**config.mk**
```make
export PLATFORM = sky130hd
export DESIGN_NAME = amp_pwr_seq
export DESIGN_NICKNAME = d
export VERILOG_FILES = /design/src/rtl/pwrseq_pkg.sv /design/src/rtl/pwrseq_timer.sv /design/src/rtl/pwrseq_fsm.sv /design/src/rtl/pwrseq_outmap.sv /design/src/rtl/amp_pwr_seq.sv
export SDC_FILE = /design/constraint.sdc
export NUM_CORES = 1
export LEC_CHECK = 0
export BUFFER_PORTS_ARGS = -buffer_cell sky130_fd_sc_hd__buf_2
export CORE_MARGIN = 1
export CORE_UTILIZATION = 50
export CTS_BUF_LIST = sky130_fd_sc_hd__clkbuf_4
export DETAILED_ROUTE_END_ITERATION = 8
export PLACE_DENSITY_LB_ADDON = 0.25
export SYNTH_ARGS = -nofsm -noshare
export SYNTH_HDL_FRONTEND = slang
export SYNTH_SLANG_ARGS = --single-unit
export TNS_END_PERCENT = 10
```
**constraint.sdc**
```tcl
create_clock -name clk -period 2 [get_ports clk]
set_clock_uncertainty 0.1 [all_clocks]
set_input_delay 0.4 -clock clk [delete_from_list [all_inputs] [get_ports clk]]
set_output_delay 0.4 -clock clk [all_outputs]
set_load 0.01 [all_outputs]
```
**src/rtl/pwrseq_pkg.sv**
```systemverilog
package pwrseq_pkg;

    typedef enum logic [2:0] {
        PS_OFF    = 3'd0,
        PS_RAMP   = 3'd1,
        PS_SETTLE = 3'd2,
        PS_ON     = 3'd3,
        PS_DOWN   = 3'd4
    } pstate_e;

    typedef struct packed {
        logic supply_en;
        logic standby;
        logic spk_save;
        logic busy;
    } pctl_t;

    function automatic int unsigned ms_to_ticks(input int unsigned khz,
                                                input int unsigned ms);
        return khz * ms;
    endfunction

    function automatic int unsigned max_u(input int unsigned a,
                                          input int unsigned b);
        return (a > b) ? a : b;
    endfunction

    function automatic pctl_t decode_state(input pstate_e s);
        pctl_t c;
        case (s)
            PS_RAMP:   c = '{supply_en: 1'b1, standby: 1'b1, spk_save: 1'b1, busy: 1'b1};
            PS_SETTLE: c = '{supply_en: 1'b1, standby: 1'b0, spk_save: 1'b1, busy: 1'b1};
            PS_ON:     c = '{supply_en: 1'b1, standby: 1'b0, spk_save: 1'b0, busy: 1'b0};
            PS_DOWN:   c = '{supply_en: 1'b1, standby: 1'b1, spk_save: 1'b1, busy: 1'b1};
            default:   c = '{supply_en: 1'b0, standby: 1'b1, spk_save: 1'b1, busy: 1'b0};
        endcase
        return c;
    endfunction

endpackage

```
**src/rtl/pwrseq_timer.sv**
```systemverilog
module pwrseq_timer #(
    parameter int CNT_W = 8
) (
    input  logic             clk,
    input  logic             rst,
    input  logic             load,
    input  logic [CNT_W-1:0] load_val,
    output logic             expired
);
    logic [CNT_W-1:0] cnt;

    always_ff @(posedge clk) begin
        if (rst)
            cnt <= '0;
        else if (load)
            cnt <= load_val;
        else if (cnt != '0)
            cnt <= cnt - 1'b1;
    end

    assign expired = (cnt == '0);
endmodule

```
**src/rtl/pwrseq_fsm.sv**
```systemverilog
module pwrseq_fsm
    import pwrseq_pkg::*;
#(
    parameter int CNT_W        = 8,
    parameter int RAMP_TICKS   = 10,
    parameter int SETTLE_TICKS = 200
) (
    input  logic             clk,
    input  logic             rst,
    input  logic             en_req,
    input  logic             supply_good,
    input  logic             shutdown,
    input  logic             expired,
    output pstate_e          state,
    output logic             load,
    output logic [CNT_W-1:0] load_val
);
    localparam logic [CNT_W-1:0] RAMP_LD   = CNT_W'(RAMP_TICKS - 1);
    localparam logic [CNT_W-1:0] SETTLE_LD = CNT_W'(SETTLE_TICKS - 1);

    pstate_e nxt;

    always_comb begin
        nxt      = state;
        load     = 1'b0;
        load_val = RAMP_LD;
        if (shutdown) begin
            nxt = PS_OFF;
        end else begin
            case (state)
                PS_OFF: begin
                    if (en_req) begin
                        nxt  = PS_RAMP;
                        load = 1'b1;
                    end
                end
                PS_RAMP: begin
                    if (!en_req) begin
                        nxt  = PS_DOWN;
                        load = 1'b1;
                    end else if (expired && supply_good) begin
                        nxt      = PS_SETTLE;
                        load     = 1'b1;
                        load_val = SETTLE_LD;
                    end
                end
                PS_SETTLE: begin
                    if (!supply_good) begin
                        nxt = PS_OFF;
                    end else if (!en_req) begin
                        nxt  = PS_DOWN;
                        load = 1'b1;
                    end else if (expired) begin
                        nxt = PS_ON;
                    end
                end
                PS_ON: begin
                    if (!supply_good) begin
                        nxt = PS_OFF;
                    end else if (!en_req) begin
                        nxt  = PS_DOWN;
                        load = 1'b1;
                    end
                end
                PS_DOWN: begin
                    if (!supply_good || expired)
                        nxt = PS_OFF;
                end
                default: nxt = PS_OFF;
            endcase
        end
    end

    always_ff @(posedge clk) begin
        if (rst)
            state <= PS_OFF;
        else
            state <= nxt;
    end
endmodule

```
**src/rtl/pwrseq_outmap.sv**
```systemverilog
module pwrseq_outmap
    import pwrseq_pkg::*;
(
    input  pstate_e state,
    output pctl_t   ctl
);
    always_comb ctl = decode_state(state);
endmodule

```
**src/rtl/amp_pwr_seq.sv**
```systemverilog
module amp_pwr_seq
    import pwrseq_pkg::*;
#(
    parameter int unsigned CLK_KHZ   = 250000,
    parameter int unsigned RAMP_MS   = 1,
    parameter int unsigned SETTLE_MS = 20
) (
    input  logic clk,
    input  logic rst,
    input  logic en_req,
    input  logic supply_good,
    input  logic shutdown,
    output logic supply_en,
    output logic standby,
    output logic spk_save,
    output logic busy
);
    localparam int unsigned RAMP_TICKS   = ms_to_ticks(CLK_KHZ, RAMP_MS);
    localparam int unsigned SETTLE_TICKS = ms_to_ticks(CLK_KHZ, SETTLE_MS);
    localparam int unsigned MAX_TICKS    = max_u(RAMP_TICKS, SETTLE_TICKS);
    localparam int          CNT_W        = $clog2(MAX_TICKS + 1);

    pstate_e          state;
    logic             tmr_load;
    logic [CNT_W-1:0] tmr_val;
    logic             tmr_expired;
    pctl_t            ctl;

    pwrseq_timer #(.CNT_W(CNT_W)) u_timer (
        .clk      (clk),
        .rst      (rst),
        .load     (tmr_load),
        .load_val (tmr_val),
        .expired  (tmr_expired)
    );

    pwrseq_fsm #(
        .CNT_W        (CNT_W),
        .RAMP_TICKS   (int'(RAMP_TICKS)),
        .SETTLE_TICKS (int'(SETTLE_TICKS))
    ) u_fsm (
        .clk         (clk),
        .rst         (rst),
        .en_req      (en_req),
        .supply_good (supply_good),
        .shutdown    (shutdown),
        .expired     (tmr_expired),
        .state       (state),
        .load        (tmr_load),
        .load_val    (tmr_val)
    );

    pwrseq_outmap u_outmap (
        .state (state),
        .ctl   (ctl)
    );

    assign supply_en = ctl.supply_en;
    assign standby   = ctl.standby;
    assign spk_save  = ctl.spk_save;
    assign busy      = ctl.busy;
endmodule

```
==> metrics.md, run 1 <==
| Metric | Value |
|---|---|
| Pwr Total | 2.43 mW |
| Post-synth top area cell | dfxtp_1 |
| Worst path max stage delay | 0.41 ns |
| Worst hold slack | 0.177 ns |
| Core area | 2850 sq um |
| Met1 usage in global routing | 32.8% |
| FFs w/ async S/R, synth | 0% |
| Startpoint types | flip-flop |
| Worst Reg-to-Reg Cells | 6 |
| Setup ws final | -0.00412 ns |
| Worst-Margin Slew | 0.640 ns |
| R2R Path End | u_fsm.state[0] |
| Relative slew margins | 57.2% |
| Critical path type | flip-flop to output port |
| ANT nets after route | 0 |
| Cells after Synth | 177 |
| PortBufs | 8 |
| Setup slack, reg-to-reg | -0.004 ns |
| Net Switching | 0.915 mW |
| 1st-iter DRT viols | 78 |
| # setup viols final | 1 |
| Switch share | 37.6% |
| Worst Path Max Fanout | 6 |
| Area Overhead vs Synth | 29.0% |
| Final std cell area, no fill | 2010 sq um |
| GR Layer Usage met2 | 42.5% |
| Clock power share | 15.0% |
| TritonCTS Buffers | 3 |
| Starting density of the core | 54.7% |
| DP HPWL | 2.83 mm |
| Vias in the first global route | 1,452 |
| Ports | 9 |
| Ratio of cells with drive above 1 in the final layout | 37.0% |
| Largest net degree at the start of global routing | 16 |
| # rows | 19 |
| CTS tree | done |
| WL per Instance | 15.6 um |
| Full die area | 3350 sq um |
| Via density | 5.99 |
| CTS H-tree lvls | 1 |
| # hold bufs at CTS | 0 |
| Peak VDD IR | 0.000930 V |
| Kind of cell adding the most delay to the critical path | flip-flops |
| Crit path time final | 2.00 ns |
| Internal power | 1.52 mW |
| Worst-skew pair later-pin latency | 0.33 ns |
| Static leakage | 0.762 nW |
| Data required time of the worst path | 1.50 ns |
| Yosys top cell area share | 33.3% |
| Most used DFF post-synth | dfxtp_1 |
| Worst Hold Depth | 2 |
| Fmax | 499 MHz |
| Status | complete, but fails checks |
| Final clock period utilization by the worst path | 100% |
| Most frequent cells in the layout | 33 x buf_4, 24 x dfxtp_1, 18 x xnor2_1 |
| Post-synth EDFFs | 0 |
| Crit-path slowest cell | dfxtp_1 |
| Most common cell after layout, fill and taps aside | buf_4 |
| Mapped Area | 1560 sq um |
| Comb pwr share | 54.6% |
| Pre-CTS WS | -0.172 ns |
| Synthesized flop and latch total | 26 |
| Violated checks | setup timing |
| Diode count | 0 |
| Max Cap Viol | 0 |
| Hold Path Class | input pin to flip-flop |
| RR Startpoint | u_timer.cnt[17] |
| Die width | 57.9 um |
| First-pass GRT wire length | 6.51 mm |
| Endpoint type of the worst setup path | output port |
| Vias | 1,480 |
| Fin. max-slew vios | 0 |
| Initial antenna violation count | 0 |
| Aggregate routed wire length | 3.85 mm |
| Setup TNS | -0.00412 ns |
| Min-delay src | shutdown |
| Worst-case clock buffer depth | 2 |
| Critical path, cell by cell | buf_4 -> or2_2 -> a21oi_1 -> buf_2 |
| GP Congestion | 0.930 |
| Gr busiest metal | met2 |
| Initial DRT Pass Iterations | 4 |
| Fin nets | 223 |
| Clock Sinks | 26 |
| Worst path depth | 4 |
| Mean Syn Cell Area | 8.82 sq um |
| WHS Endpoint | u_fsm.state[2] |
| Worst Path Arrival | 1.50 ns |
| Final design utilization | 70.6% |
| Cell Area, Placed | 1870 sq um |
| Synth warnings | 0 |
| Unrepaired setup endpoints after global routing | true |
| Clock slew at reported path FFs | 0.15 ns |
| Die H | 57.9 um |
| Syn nets | 183 |
| CP bufs+invs | 2 |
| Clk root buf | clkbuf_4 |
| Power Dens Cells | 1210 nW/um^2 |
| DRC viols | 0 |
| Inst Count DP | 241 |
| Gr ovfl total | 0 |
| Sequential share of the synthesized area | 33.3% |
| Met3 Usage GRT | 6.03% |
| Leading post-synthesis cells by cell area | dfxtp_1 33%, xnor2_1 10%, a21oi_1 5.4% |
| Distinct cell type count after synthesis | 53 |
| Sequential power share | 30.4% |
| Final cell count without fillers | 247 |
| Final hold vios | 0 |
| GRT Total Usage | 25.3% |
==> worst max-delay path by stage <==
stage                          from              end  slack (ns)
floorplan            u_timer.cnt[0]  u_timer.cnt[10]       -0.03
global placement    u_timer.cnt[17]   u_timer.cnt[6]       -0.02
detailed placement   u_timer.cnt[1]   u_fsm.state[0]       -0.17
CTS                  u_timer.cnt[1]   u_fsm.state[0]       -0.02
global route        u_timer.cnt[17]   u_fsm.state[0]       -0.06
finish               u_fsm.state[0]             busy      -0.004
==> metal layers <==
| metal | part of all wire, % | routed length, um | vias up |
|---|---|---|---|
| met1 | 47 | 1810 | 720 |
| met5 | 0 | 0 | - |
| met3 | 3.3 | 126 | 10 |
| met4 | 1.8 | 70 | 0 |
| met2 | 48 | 1840 | 21 |
| li1 | - | - | 729 |
==> Yosys cell counts (2+ instances only) <==
master and number:
a2111oi_0 3, a21boi_1 2, a21oi_1 17, a31oi_1 3
buf_2 2, buf_6 3, clkbuf_1 4, dfxtp_1 26
inv_1 5, nand2_1 7, nand2b_1 2, nand3_1 3
nand3b_1 2, nand4_1 4, nor2_1 17, nor2b_1 2
nor3_1 13, nor4_1 2, nor4_4 2, nor4b_1 2
o211ai_1 5, or3_1 2, xnor2_1 18, xor2_1 2
==> flip-flops by register name, indices dropped and copies added (netlist names) <==
| signal | cells |
|---|---|
| u_timer.cnt | 23 |
| u_fsm.state | 3 |
==> cells by family (layout without fill, tap and decap cells) <==
group / count (synthesis) / count (layout) / share of synthesized area [%]
xor+xnor: 20 / 20 / 11.2
buf+inv: 15 / 54 / 5.45
compound gates: 44 / 44 / 20.9
flops: 26 / 26 / 33.3
simple gates: 69 / 69 / 26.9
mux: 2 / 2 / 1.36
fa+ha+maj: 1 / 1 / 0.801
==> power by group through the flow <==
stage               clock network (mW)  logic, mW  registers (mW)
finish                           0.366       1.33           0.740
CTS                              0.376       1.25           0.735
floorplan                            0      0.774           0.745
global route                     0.393       1.44           0.753
global placement                     0       1.16           0.732
detailed placement                   0       1.19           0.741
==> layout make-up <==
type                       count  area [sq um]
fill                         238           838
clock buffer                   3          22.5
inverter                       5          18.8
sequential                    26           523
multi-input combinational    136          1040
clock inverter                 1          30.0
timing repair buffer          45           342
tap                           31          38.8
==> timing repair <==
action | CTS | global route
pin swaps | 1 | 4
setup endpoints to repair | 16 | 21
setup buffers | 0 | 2
gates resized for setup | 9 | 11
No activity file was read; power rests on OpenSTA's default activity.
==> run 2: changes to the inputs <==
--- a/config.mk
+++ b/config.mk
@@ -10,6 +10,7 @@
 export CORE_UTILIZATION = 50
 export CTS_BUF_LIST = sky130_fd_sc_hd__clkbuf_4
 export DETAILED_ROUTE_END_ITERATION = 8
+export MAX_ROUTING_LAYER = met4
 export PLACE_DENSITY_LB_ADDON = 0.25
 export SYNTH_ARGS = -nofsm -noshare
 export SYNTH_HDL_FRONTEND = slang
==> run 2 against run 1 <==
- the flow now finishes without violations
- register-to-register slack barely moved
- critical path depth increased by 2
- sequential cell count did not move
- worst hold slack improved by 0.0032 ns
- critical endpoint is now u_fsm.state[0]
- largest cell class unchanged
==> metrics.md, run 2 (same netlist as run 1, synthesis figures left out) <==
| Metric | Value |
|---|---|
| Status | complete, no violations |
| Worst hold slack | 0.180 ns (+0.00324 ns) |
| Fin. max-slew vios | 0 (unchanged) |
| Power Dens Cells | 1210 nW/um^2 (-0.20%) |
| Worst Reg-to-Reg Cells | 6 (unchanged) |
| Final design utilization | 70.6% (unchanged) |
| Cell Area, Placed | 1870 sq um (unchanged) |
| First-pass GRT wire length | 6.53 mm (+0.21%) |
| Fin nets | 223 (unchanged) |
| Aggregate routed wire length | 3.82 mm (-0.73%) |
| Ports | 9 (unchanged) |
| Via density | 6.01 (+0.27%) |
| Setup slack, reg-to-reg | 0.001 ns (about the same) |
| DP HPWL | 2.83 mm (unchanged) |
| Critical path, cell by cell | or4_4 -> nor4_4 -> buf_6 -> a21boi_2 -> a2111oi_2 -> a21boi_2 |
| Die width | 57.9 um (unchanged) |
| CP bufs+invs | 1 (-1) |
| Sequential power share | 30.5% (about the same) |
| Max Cap Viol | 0 (unchanged) |
| Ratio of cells with drive above 1 in the final layout | 37.0% (unchanged) |
| Unrepaired setup endpoints after global routing | true |
| 1st-iter DRT viols | 53 (-32%) |
| # hold bufs at CTS | 0 (unchanged) |
| Biggest regs | u_timer.cnt (23), u_fsm.state (3) |
| Worst-skew pair later-pin latency | 0.33 ns (about the same) |
| Data required time of the worst path | 2.17 ns (+0.67 ns) |
| ANT nets after route | 0 (unchanged) |
| Most common cell after layout, fill and taps aside | buf_4 |
| Max FFs per register | 23 (unchanged) |
| Endpoint type of the worst setup path | flip-flop |
| Final std cell area, no fill | 2010 sq um (unchanged) |
| Vias in the first global route | 1,448 (-0.28%) |
| Die H | 57.9 um (unchanged) |
| Clk root buf | clkbuf_4 |
| Relative slew margins | 57.0% (-0.19 points) |
| Worst Path Max Fanout | 7 (+1) |
| Worst Path Arrival | 2.16 ns (+0.66 ns) |
| Clock power share | 15.0% (about the same) |
| R2R Path End | u_fsm.state[0] |
| Net Switching | 0.911 mW (-0.50%) |
| Critical path origin | u_timer.cnt[17] |
| WL per Instance | 15.5 um (-0.73%) |
| RR Startpoint | u_timer.cnt[17] |
| Final hold vios | 0 (unchanged) |
| Vias | 1,484 (+0.27%) |
| Worst-Margin Slew | 0.643 ns (+0.00289 ns) |
| DRC viols | 0 (unchanged) |
| Setup TNS | 0 ns (+0.00412 ns) |
| Startpoint types | flip-flop |
| Pwr Total | 2.43 mW (-0.20%) |
| Clock slew at reported path FFs | 0.15 ns (about the same) |
| Crit-path slowest cell | or4_4 |
| Peak VDD IR | 0.000928 V (-0.22%) |
| Core area | 2850 sq um (unchanged) |
| CTS H-tree lvls | 1 (unchanged) |
| Clock Sinks | 26 (unchanged) |
| Worst Hold Depth | 2 (unchanged) |
| # setup viols final | 0 (-1) |
| Internal power | 1.52 mW (about the same) |
| PortBufs | 8 (unchanged) |
| Starting density of the core | 54.7% (unchanged) |
| # rows | 19 (unchanged) |
| Worst-case clock buffer depth | 2 (unchanged) |
| Static leakage | 0.762 nW (unchanged) |
| Fmax | 500 MHz (+0.28%) |
| CTS tree | done |
| TritonCTS Buffers | 3 (unchanged) |
| Hold Path Class | input pin to flip-flop |
| Most frequent cells in the layout | 33 x buf_4, 24 x dfxtp_1, 18 x xnor2_1 |
| Most frequent cell on the critical path | a21boi_2 |
| Full die area | 3350 sq um (unchanged) |
| GP Congestion | 0.947 (+1.8%) |
| Worst path depth | 6 (+2) |
| Critical path type | flip-flop to flip-flop |
| Biggest register | u_timer.cnt |
| Initial DRT Pass Iterations | 4 (unchanged) |
| Kind of cell adding the most delay to the critical path | simple AND/OR/NAND/NOR gates |
| Diode count | 0 (unchanged) |
| Largest net degree at the start of global routing | 16 (unchanged) |
| Initial antenna violation count | 0 (unchanged) |
| Final clock period utilization by the worst path | 99.9% (-0.28 points) |
| Worst path max stage delay | 0.55 ns (+0.14 ns) |
| Area Overhead vs Synth | 29.0% (unchanged) |
| GRT Total Usage | 26.1% (+0.77 points) |
| Gr ovfl total | 0 (unchanged) |
| Crit path time final | 2.00 ns (-0.00558 ns) |
| Critical Path End | u_fsm.state[0] |
| Comb pwr share | 54.5% (about the same) |
| Switch share | 37.5% (-0.11 points) |
==> run 2: through the flow <==
step | std cells | setup slack (ns)
2_1_floorplan | 177 | -0.0348
3_3_place_gp | 241 | -0.0171
3_5_place_dp | 241 | -0.172
4_1_cts | 245 | -0.0189
5_1_grt | 247 | -0.0620
6_report | 247 | 0.00146
==> run 2: final cells by class <==
type	count	area, sq um
inverter	5	18.8
clock inverter	1	30.0
fill	238	838
multi-input combinational	136	1040
clock buffer	3	22.5
tap	31	38.8
timing repair buffer	45	342
sequential	26	523
==> run 2: routing by layer <==
| layer | part of all wire (%) | up-vias | global-route usage (%) |
|---|---|---|---|
| met2 | 49 | 23 | 42.5 |
| met1 | 46 | 723 | 32.8 |
| met4 | 1.7 | 0 | 6.46 |
| li1 | - | 730 | - |
| met3 | 3.3 | 8 | 6.03 |
| met5 | 0 | - | - |
==> run 2: worst min-delay path by stage <==
stage / from / to / slack [ns]
finish: shutdown / u_fsm.state[2] / 0.18
global route: shutdown / u_fsm.state[2] / 0.17
CTS: shutdown / u_fsm.state[2] / 0.17
detailed placement: u_timer.cnt[13] / u_timer.cnt[13] / 0.44
global placement: u_timer.cnt[20] / u_timer.cnt[20] / 0.43
floorplan: rst / u_fsm.state[1] / 0.38
==> run 2: repair_timing <==
action                     4_1_cts  5_1_grt
pin swaps                        1        4
setup endpoints to repair       16       21
setup buffers                    0        2
resized for setup                9       11
==> run 2: worst reg2reg max path, stage by stage (launching register included) <==
cell and delay (ns):
dfxtp_2 0.35, or4_4 0.55, nor4_4 0.16, buf_6 0.18, a21boi_2 0.09, a2111oi_2 0.30, a21boi_2 0.21
==> run 2: power groups by stage <==
stage	Combinational (mW)	Sequential [mW]	Clock [mW]
floorplan	0.774	0.745	0
global placement	1.16	0.732	0
CTS	1.25	0.735	0.376
finish	1.32	0.740	0.364
detailed placement	1.19	0.741	0
global route	1.44	0.753	0.393
==> run 3: changes to the inputs <==
==> constraint.sdc (replaced) <==
create_clock -name clk -period 2.4 [get_ports clk]
set_clock_uncertainty 0.1 [all_clocks]
set_input_delay 0.48 -clock clk [delete_from_list [all_inputs] [get_ports clk]]
set_output_delay 0.48 -clock clk [all_outputs]
set_load 0.01 [all_outputs]
==> run 3 against run 2 <==
- sequential power is 14% lower
- sequential share of layout area is 4.9 points higher
- via count is 6.4% lower
- routed wire length is 12% lower
- global-route usage is 3.1 points lower
- maximum frequency is 10% lower
- largest cell class unchanged
- design area is 16% lower
- setup slack better by 0.17 ns
- die area stayed put
==> metrics.md, run 3 (same netlist as run 1, synthesis figures left out) <==
| Metric | Value |
|---|---|
| GP Congestion | 1.04 (+10%) |
| Full die area | 3350 sq um (unchanged) |
| # hold bufs at CTS | 0 (unchanged) |
| CTS H-tree lvls | 1 (unchanged) |
| Storage element area | 520 sq um (-0.48%) |
| Ports | 9 (unchanged) |
| # rows | 19 (unchanged) |
| Worst Path Arrival | 2.33 ns (+0.17 ns) |
| WL per Instance | 15.3 um (-0.89%) |
| Clock slew at reported path FFs | 0.14 ns (about the same) |
| Internal power | 0.944 mW (-38%) |
| Die H | 57.9 um (unchanged) |
| TritonCTS Buffers | 3 (unchanged) |
| GRT Total Usage | 23.0% (-3.1 points) |
| Initial antenna violation count | 0 (unchanged) |
| Clock power share | 11.8% (-3.2 points) |
| Switch share | 41.0% (+3.5 points) |
| Net Switching | 0.657 mW (-28%) |
| PostCTS Resize Cnt | 0 (-9) |
| Static leakage | 0.589 nW (-23%) |
| Max FFs per register | 23 (unchanged) |
| 1st-iter DRT viols | 45 (-15%) |
| Die width | 57.9 um (unchanged) |
| Sequential power share | 39.5% (+9.0 points) |
| Most common cell after layout, fill and taps aside | dfxtp_1 |
| Max Cap Viol | 0 (unchanged) |
| DP HPWL | 2.50 mm (-12%) |
| Relative slew margins | 62.1% (+5.1 points) |
| Fin. max-slew vios | 0 (unchanged) |
| Crit path time final | 2.23 ns (+0.231 ns) |
| Aggregate routed wire length | 3.37 mm (-12%) |
| Final hold vios | 0 (unchanged) |
| Ratio of cells with drive above 1 in the final layout | 18.5% (-19 points) |
| Worst-case clock buffer depth | 2 (unchanged) |
| Via density | 6.31 (+5.1%) |
| # setup viols final | 0 (unchanged) |
| Peak VDD IR | 0.000734 V (-21%) |
| Comb pwr share | 48.7% (-5.8 points) |
| Worst-Margin Slew | 0.554 ns (-0.0883 ns) |
| Postcts setup bufs | 0 (unchanged) |
| Status | complete, no violations |
| PortBufs | 8 (unchanged) |
| Starting density of the core | 54.7% (unchanged) |
| Vias | 1,389 (-6.4%) |
| Setup TNS | 0 ns (unchanged) |
| Data required time of the worst path | 2.50 ns (+0.33 ns) |
| Endpoint type of the worst setup path | flip-flop |
| Gr ovfl total | 0 (unchanged) |
| Initial DRT Pass Iterations | 4 (unchanged) |
| Fmax | 449 MHz (-10%) |
| Most frequent cells in the layout | 26 x dfxtp_1, 18 x xnor2_1, 17 x nor2_1, 17 x a21oi_1, 13 x nor3_1 |
| Fin nets | 196 (-12%) |
| DRC viols | 0 (unchanged) |
| Hold Path Class | input pin to flip-flop |
| Largest net degree at the start of global routing | 16 (unchanged) |
| Vias in the first global route | 1,265 (-13%) |
| Area of the multi-input gates | 965 sq um (-7.2%) |
| Critical path type | flip-flop to flip-flop |
| Final clock period utilization by the worst path | 92.9% (-7.0 points) |
| Core area | 2850 sq um (unchanged) |
| Diode count | 0 (unchanged) |
| Biggest regs | u_timer.cnt (23), u_fsm.state (3) |
| Startpoint types | flip-flop |
| Power Dens Cells | 951 nW/um^2 (-21%) |
| First-pass GRT wire length | 5.86 mm (-10%) |
| Worst Hold Depth | 2 (unchanged) |
| CTS tree | done |
| Worst Path Max Fanout | 7 (unchanged) |
| Worst Reg-to-Reg Cells | 6 (unchanged) |
| ANT nets after route | 0 (unchanged) |
| Biggest register | u_timer.cnt |
| Final std cell area, no fill | 1680 sq um (-16%) |
| Clock Sinks | 26 (unchanged) |
| Area Overhead vs Synth | 7.85% |
| Worst-skew pair later-pin latency | 0.32 ns (about the same) |
| # fillers | 251 (+5.5%) |
| Cell Area, Placed | 1650 sq um (-12%) |
| Clk root buf | clkbuf_4 |
## run 3: cell types whose count changed in the layout (fill, tap and decap cells not counted), sizes merged
cell,change
clkinv,+1
bufinv,-1
buf,-27
## run 3: per-layer routing
metal  share of wire [%]  up-vias  global-route usage [%]
met2                  46       35                    34.6
met1                  48      677                    31.7
met3                 4.9        4                    5.36
li1                    -      673                       -
met4                0.53        0                    4.42
met5                   0        -                       -
## run 3: layout make-up
class | instances | share of cell area (%)
clock buffers | 3 | 1.34
well taps | 31 | 2.30
repair buffers | 18 | 6.84
flip-flops and latches | 26 | 30.9
clock inverters | 1 | 0.223
inverters | 5 | 1.11
multi-input cells | 136 | 57.3
## run 3: metrics by stage
stage          std cells  setup WS [ns]  total power [mW]  util (%)  hold slack [ns]
5_1_grt              220        -0.0150              1.73      59.0            0.258
2_1_floorplan        177          0.237              1.25         -            0.389
3_3_place_gp         216          0.180              1.38      57.8            0.412
6_report             220          0.170              1.60      59.0            0.282
4_1_cts              220          0.120              1.59      58.7            0.269
3_5_place_dp         216          0.139              1.40      57.8            0.416
## run 3: worst paths after layout
kind / from / to / slack, ns
worst min-delay path: shutdown / u_fsm.state[2] / 0.28
worst max-delay path: u_timer.cnt[15] / u_timer.cnt[6] / 0.17
worst max register to register: u_timer.cnt[15] / u_timer.cnt[6] / 0.17
worst min register to register: u_timer.cnt[9] / u_timer.cnt[9] / 0.44
## run 3: power by group through the flow
stage / sequential, mW / combinational, mW / clock [mW]
floorplan: 0.618 / 0.629 / 0
global placement: 0.635 / 0.747 / 0
detailed placement: 0.639 / 0.762 / 0
CTS: 0.629 / 0.767 / 0.198
global route: 0.643 / 0.867 / 0.217
finish: 0.633 / 0.779 / 0.190
## run 3: critical path, stage by stage, from the launching register on
cell and delay, ns:
dfxtp_1 0.38, or4_4 0.59, nor4_4 0.36, buf_4 0.24, nand3_4 0.11, nand2_1 0.23, nor3_1 0.10
